File: src/rtl/can_id_filter_pkg.sv
package can_id_filter_pkg;

  typedef enum logic [1:0] {
    MODE_WIDE   = 2'd0,
    MODE_MED    = 2'd1,
    MODE_NARROW = 2'd2,
    MODE_CLOSED = 2'd3
  } filt_mode_e;

  localparam int unsigned IMG_W = 32;

  function automatic logic [IMG_W-1:0] pack_image(input logic [28:0] id,
                                                  input logic ide,
                                                  input logic rtr,
                                                  input logic srr);
    logic [IMG_W-1:0] img;
    if (ide) img = {id[28:21], id[20:18], srr, ide, id[17:15], id[14:0], rtr};
    else     img = {id[10:3], id[2:0], rtr, ide, 3'b000, 16'h0000};
    return img;
  endfunction

endpackage

File: src/rtl/can_id_filter_regs.sv
module can_id_filter_regs #(
  parameter int unsigned N_BYTES = 8,
  parameter int unsigned ADDR_W  = 5,
  parameter int unsigned HIT_W   = 3
) (
  input  logic                   clk_i,
  input  logic                   rst_ni,
  input  logic                   wr_en_i,
  input  logic [ADDR_W-1:0]      addr_i,
  input  logic [7:0]             wr_data_i,
  input  logic [HIT_W-1:0]       hit_i,
  output logic [7:0]             rd_data_o,
  output logic [N_BYTES*8-1:0]   code_o,
  output logic [N_BYTES*8-1:0]   mask_o,
  output logic [1:0]             mode_o
);
  localparam int unsigned CTRL_ADDR = 2 * N_BYTES;

  logic [7:0] code_q [N_BYTES];
  logic [7:0] mask_q [N_BYTES];
  logic [1:0] mode_q;

  for (genvar b = 0; b < N_BYTES; b++) begin : g_byte
    always_ff @(posedge clk_i or negedge rst_ni) begin
      if (!rst_ni) begin
        code_q[b] <= '0;
        mask_q[b] <= '0;
      end else if (wr_en_i) begin
        if (addr_i == ADDR_W'(b))           code_q[b] <= wr_data_i;
        if (addr_i == ADDR_W'(b + N_BYTES)) mask_q[b] <= wr_data_i;
      end
    end
    // byte 0 sits at the top of the flattened vector
    assign code_o[(N_BYTES-1-b)*8 +: 8] = code_q[b];
    assign mask_o[(N_BYTES-1-b)*8 +: 8] = mask_q[b];
  end

  always_ff @(posedge clk_i or negedge rst_ni) begin
    if (!rst_ni)                                          mode_q <= '0;
    else if (wr_en_i && addr_i == ADDR_W'(CTRL_ADDR))     mode_q <= wr_data_i[1:0];
  end

  assign mode_o = mode_q;

  always_comb begin
    rd_data_o = '0;
    for (int i = 0; i < N_BYTES; i++) begin
      if (addr_i == ADDR_W'(i))           rd_data_o = code_q[i];
      if (addr_i == ADDR_W'(i + N_BYTES)) rd_data_o = mask_q[i];
    end
    if (addr_i == ADDR_W'(CTRL_ADDR)) begin
      rd_data_o[1:0]         = mode_q;
      rd_data_o[4 +: HIT_W]  = hit_i;
    end
  end

endmodule

File: src/rtl/can_id_filter_match.sv
module can_id_filter_match
  import can_id_filter_pkg::*;
#(
  parameter int unsigned N_BYTES = 8
) (
  input  logic [IMG_W-1:0]       img_i,
  input  logic                   ide_i,
  input  logic [N_BYTES*8-1:0]   code_i,
  input  logic [N_BYTES*8-1:0]   mask_i,
  input  logic [1:0]             mode_i,
  output logic [N_BYTES-1:0]     hits_o
);
  localparam int unsigned N_MED  = N_BYTES / 2;
  localparam int unsigned N_WIDE = N_BYTES / 4;

  logic [N_BYTES-1:0] nar_hit;
  logic [N_MED-1:0]   med_hit;
  logic [N_WIDE-1:0]  wide_hit;
  logic [IMG_W-1:0]   wide_care;

  // standard frames carry nothing in the low half
  assign wide_care = {16'hFFFF, {16{ide_i}}};

  for (genvar j = 0; j < N_BYTES; j++) begin : g_nar
    assign nar_hit[j] = ((img_i[31:24] ^ code_i[(N_BYTES-1-j)*8 +: 8])
                         & ~mask_i[(N_BYTES-1-j)*8 +: 8]) == '0;
  end

  for (genvar j = 0; j < N_MED; j++) begin : g_med
    assign med_hit[j] = ((img_i[31:16] ^ code_i[(N_MED-1-j)*16 +: 16])
                         & ~mask_i[(N_MED-1-j)*16 +: 16]) == '0;
  end

  for (genvar j = 0; j < N_WIDE; j++) begin : g_wide
    assign wide_hit[j] = ((img_i ^ code_i[(N_WIDE-1-j)*32 +: 32])
                          & ~mask_i[(N_WIDE-1-j)*32 +: 32] & wide_care) == '0;
  end

  always_comb begin
    hits_o = '0;
    unique case (filt_mode_e'(mode_i))
      MODE_WIDE:   hits_o[N_WIDE-1:0] = wide_hit;
      MODE_MED:    hits_o[N_MED-1:0]  = med_hit;
      MODE_NARROW: hits_o             = nar_hit;
      default:     hits_o             = '0;
    endcase
  end

endmodule

File: src/rtl/can_id_filter_prio.sv
module can_id_filter_prio #(
  parameter int unsigned N     = 8,
  parameter int unsigned HIT_W = 3
) (
  input  logic [N-1:0]     hits_i,
  output logic             any_o,
  output logic [HIT_W-1:0] idx_o
);
  always_comb begin
    idx_o = '0;
    for (int i = N - 1; i >= 0; i--) begin
      if (hits_i[i]) idx_o = HIT_W'(i);
    end
  end

  assign any_o = |hits_i;

endmodule

File: src/rtl/can_id_filter.sv
module can_id_filter
  import can_id_filter_pkg::*;
#(
  parameter int unsigned N_BYTES = 8,
  parameter int unsigned ADDR_W  = 5,
  parameter int unsigned ID_W    = 29
) (
  input  logic                          clk_i,
  input  logic                          rst_ni,
  input  logic                          wr_en_i,
  input  logic [ADDR_W-1:0]             addr_i,
  input  logic [7:0]                    wr_data_i,
  output logic [7:0]                    rd_data_o,
  input  logic [ID_W-1:0]               id_i,
  input  logic                          ide_i,
  input  logic                          rtr_i,
  input  logic                          srr_i,
  input  logic                          frame_done_i,
  output logic                          accept_o,
  output logic [$clog2(N_BYTES)-1:0]    hit_o
);
  localparam int unsigned HIT_W = $clog2(N_BYTES);

  logic [N_BYTES*8-1:0] code;
  logic [N_BYTES*8-1:0] mask;
  logic [1:0]           mode;
  logic [IMG_W-1:0]     img;
  logic [N_BYTES-1:0]   hits;
  logic                 match_any;
  logic [HIT_W-1:0]     match_idx;
  logic                 accept_q;
  logic [HIT_W-1:0]     hit_q;

  can_id_filter_regs #(
    .N_BYTES (N_BYTES),
    .ADDR_W  (ADDR_W),
    .HIT_W   (HIT_W)
  ) i_regs (
    .clk_i     (clk_i),
    .rst_ni    (rst_ni),
    .wr_en_i   (wr_en_i),
    .addr_i    (addr_i),
    .wr_data_i (wr_data_i),
    .hit_i     (hit_q),
    .rd_data_o (rd_data_o),
    .code_o    (code),
    .mask_o    (mask),
    .mode_o    (mode)
  );

  assign img = pack_image(id_i, ide_i, rtr_i, srr_i);

  can_id_filter_match #(
    .N_BYTES (N_BYTES)
  ) i_match (
    .img_i  (img),
    .ide_i  (ide_i),
    .code_i (code),
    .mask_i (mask),
    .mode_i (mode),
    .hits_o (hits)
  );

  can_id_filter_prio #(
    .N     (N_BYTES),
    .HIT_W (HIT_W)
  ) i_prio (
    .hits_i (hits),
    .any_o  (match_any),
    .idx_o  (match_idx)
  );

  always_ff @(posedge clk_i or negedge rst_ni) begin
    if (!rst_ni) begin
      accept_q <= 1'b0;
      hit_q    <= '0;
    end else if (frame_done_i) begin
      accept_q <= match_any;
      if (match_any) hit_q <= match_idx;
    end
  end

  assign accept_o = accept_q;
  assign hit_o    = hit_q;

endmodule

File: config.mk
export PLATFORM = sky130hd
export DESIGN_NAME = can_id_filter
export DESIGN_NICKNAME = d
export VERILOG_FILES = /design/src/rtl/can_id_filter_pkg.sv /design/src/rtl/can_id_filter_regs.sv /design/src/rtl/can_id_filter_match.sv /design/src/rtl/can_id_filter_prio.sv /design/src/rtl/can_id_filter.sv
export SDC_FILE = /design/constraint.sdc
export NUM_CORES = 1
export LEC_CHECK = 0
export ABC_AREA = 1
export ABC_CLOCK_PERIOD_IN_PS = 2100
export BUFFER_PORTS_ARGS = -buffer_cell sky130_fd_sc_hd__buf_4
export CAP_MARGIN = 20
export CORE_ASPECT_RATIO = 1.25
export CORE_MARGIN = 1.5
export CORE_UTILIZATION = 50
export CTS_CLUSTER_DIAMETER = 50
export DETAILED_ROUTE_END_ITERATION = 8
export GPL_TIMING_DRIVEN = 0
export PLACE_DENSITY = 0.71
export SLEW_MARGIN = 20
export SYNTH_ARGS = -nofsm -noshare
export SYNTH_HDL_FRONTEND = slang
export SYNTH_SLANG_ARGS = --single-unit
export TNS_END_PERCENT = 100
File: constraint.sdc
create_clock -name clk_i -period 2.1 [get_ports clk_i]
set_input_delay 0 -clock clk_i [delete_from_list [all_inputs] [get_ports clk_i]]
set_output_delay 0 -clock clk_i [all_outputs]
set_load 0.02 [all_outputs]
==> reports/results.ini <==
[run_status]
status = complete, but fails checks
failed_checks = negative hold slack, negative setup slack

[global_routing]
antenna_found_initial = 2
grt.total_usage_pct = 44.4
grt_pass1_wl_mm = 62.5
grt_max_degree = 70
grt-ovfl-total = 0
grt_pass1_vias = 9814

[power]
power_switching_mw = 3.72
p_leak_nw = 5.40
combPwrFrac_pct = 27.7
clkPwrFrac_pct = 32.4
sw_frac_of_total_pct = 38.9
seqPwrFrac_pct = 39.9
vdd_drop_max_mv = 0.624
power_density_mw_per_mm2 = 877
p_int_mw = 5.83
finalPower_mw = 9.55

[drt]
vias = 10800
drc = 0
drt-total-wl_mm = 42.7
postRouteAntennaNets = 0
dr.pass1.iters = 8
post_drt_wl_per_cell_um = 23.8
viasPerCell = 6.01
drt_iter0_drc = 1308

[cells_and_area]
fill_cells = 1795
antenna_cells = 0
regArea_sq_mm = 0.00336
multi_input_area_sq_mm = 0.00514
final_cells = 1792
final_net_count = 1604
fin_area_sq_mm = 0.0109
layout-drive-gt1-share_pct = 12.1
area_growth_pct = 17.7

[logic_synthesis]
synth_compound_area_share_pct = 12.3
synthXorXnorAreaFrac_pct = 0.0947
yosys.area_share.simple_pct = 41.7
netlist_area_sq_mm = 0.00925
syn_avg_cell_area_sq_um = 6.36
synthCells = 1454
synth_cell_type_count = 28
synth_mux_area_share_pct = 0
ys_ff_latch = 134
synth_fa_ha_area_share_pct = 0.541
synth_top_family_by_area = simple AND/OR/NAND/NOR gates
yosysWarnings = 0
syn_nets = 1507
seq_area_frac_synth_pct = 36.2

[sta]
fin_crit_sh_pct = 113
maxSlewHeadroom_pct = 24.3
rsz0062_at_grt = true
worstMarginPinSlew_ns = 1.13
setup_viol = 8
timing.final.ws_setup_ns = -0.265
slew_viol_final = 0
fin_skew_ns = 0.00757
hold_viol = 1
period_needed_ns = 2.36
finalSetupTns_ns = -0.978
fmax_ghz = 0.423
whs_ns = -0.000474

[floorplanning]
pin_count = 61
die_w_um = 125
fp.coreArea_sq_mm = 0.0181
die_area_sq_mm = 0.0193
die_h_um = 155
start_util_pct = 51.1
row_count = 55

[clocking]
cts-root-buf = clkbuf_16
clkLatencyLatePin_ns = 0.43
clockBufferDepth = 2
cts_tree = done
clkSinkCount = 134
cts_max_level = 4
path_clk_slew_ns = 0.06
cts-buffers-inserted = 17

[critical_path]
path_class = flip-flop to output pin
slowest_delay_ns = 0.39
crit_buf_inv = 1
worstPathCellList = nand2_1 -> nand2_1 -> a21oi_1 -> nand4_1 -> nor2_1 -> nand3_1 -> nor2_2 -> nand4_1 -> nor2_1 -> nand3_1 -> buf_6
cp_slowest_cell = dfrtp_1
cp-end-kind = output pin
reg2regPathDepth = 13
worstPathArrival_ns = 2.36
start_kind = flip-flop
cp.depth = 11
required_ns = 2.10
crit_fanout = 2
crit_family = simple AND/OR/NAND/NOR gates

[placement]
port_buffers = 58
dp_cells = 1741
place.gp.congestion = 1.10
dp_hpwl_mm = 32.3
dp_slack_ns = -0.134
post_dp_cell_area_sq_mm = 0.0100

[worst_hold_path]
whs_path_depth = 3
min_path_type = primary input to flip-flop

[run]
max_cap_violations = 0

==> per-layer routing <==
layer,vias to the layer above,GRT usage [%],share of wire (%),wire length (um)
li1,4898,-,-,-
met1,4928,56.5,37,15900
met2,724,67.5,43,18200
met3,213,10.4,11,4830
met4,0,29.7,8.7,3730
met5,-,0,0,0
==> path summary, 6_finish.rpt <==
| path | to | startpoint | slack, ns |
|---|---|---|---|
| max | rd_data_o[3] | i_regs.mask_o[59] | -0.26 |
| max in group asynchronous | i_regs.mask_o[41] | rst_ni | 1.30 |
| min | i_regs.code_o[4] | wr_data_i[4] | -0.0005 |
| min reg2reg | i_regs.mask_o[5] | i_regs.mask_o[5] | 0.50 |
| min in group asynchronous | i_regs.code_o[39] | rst_ni | 0.08 |
| max reg2reg | accept_o | i_regs.code_o[7] | 0.09 |
==> power groups by stage <==
| stage | clock, mW | combinational [mW] | sequential (mW) |
|---|---|---|---|
| after floorplan | 0 | 1.61 | 3.46 |
| after detailed placement | 0 | 2.41 | 3.80 |
| after global placement | 0 | 2.35 | 3.79 |
| final | 3.10 | 2.64 | 3.81 |
| after global routing | 3.21 | 2.91 | 3.82 |
| after CTS | 3.11 | 2.56 | 3.74 |
==> area by class of cell <==
| class | count | share of cell area, % |
|---|---|---|
| inverters | 161 | 5.62 |
| well taps | 228 | 2.62 |
| flip-flops and latches | 134 | 30.8 |
| repair buffers | 79 | 6.01 |
| plain buffers | 39 | 2.14 |
| clock inverters | 12 | 1.32 |
| clock buffers | 20 | 4.20 |
| multi-input cells | 1119 | 47.3 |
==> placed cells by master (no fill, tap or decap), types with 23 or more instances in the layout <==
master / instances
o21ai_0: 164
clkbuf_1: 27
a21oi_1: 51
dfrtp_1: 131
buf_4: 69
inv_1: 153
nand3b_1: 23
nand2_2: 27
nand4_1: 24
nand2_1: 517
nor2_1: 91
nand3_1: 170
==> logic make-up after synthesis <==
| kind of cell | after synthesis |
|---|---|
| xor+xnor | 1 |
| compound gates | 225 |
| buf+inv | 201 |
| fa+ha+maj | 4 |
| simple gates | 889 |
| flops | 134 |
==> flip-flops by register name, summed over array words and instances (netlist names) <==
| signal | flops |
|---|---|
| i_regs.code_o | 64 |
| hit_o | 3 |
| i_regs.mask_o | 64 |
| i_regs.mode_o | 2 |
| accept_o | 1 |
==> synthesized netlist by cell type (all sizes together) <==
| cell | instances | area [sq um] |
|---|---|---|
| a21oi | 52 | 260 |
| a22oi | 1 | 7.51 |
| buf | 13 | 135 |
| clkbuf | 27 | 101 |
| dfrtp | 134 | 3350 |
| ha | 4 | 50.1 |
| inv | 161 | 612 |
| nand2 | 554 | 2210 |
| nand3 | 175 | 881 |
| nand3b | 23 | 173 |
| nand4 | 24 | 150 |
| nor2 | 103 | 392 |
| nor3 | 10 | 50.1 |
| o211ai | 1 | 7.51 |
| o21ai | 170 | 851 |
| o21bai | 1 | 7.51 |
| xor2 | 1 | 8.76 |
==> per-stage QoR <==
stage / hold slack, ns / util (%)
after detailed placement: -0.0353 / 55.3
after global placement: 0.240 / 55.1
final: -0.000474 / 60.1
after CTS: 0.00263 / 59.9
after global routing: 0.0256 / 60.1
after floorplan: -0.296 / -
==> repair_timing <==
item | CTS | global route
setup endpoints to repair | 12 | 10
setup buffers | 13 | 1
pin swaps | 26 | 22
endpoints found under the hold margin | 151 | 0
hold buffers | 6 | 0
resized for setup | 28 | 14
==> worst register-to-register path: cells and delay by family (launching register included) <==
family          cells  cell delay (ns)
flops               1             0.55
compound gates      2             0.28
buf+inv             1             0.22
simple gates       10             0.84
Power figures use the tool's default switching activity.
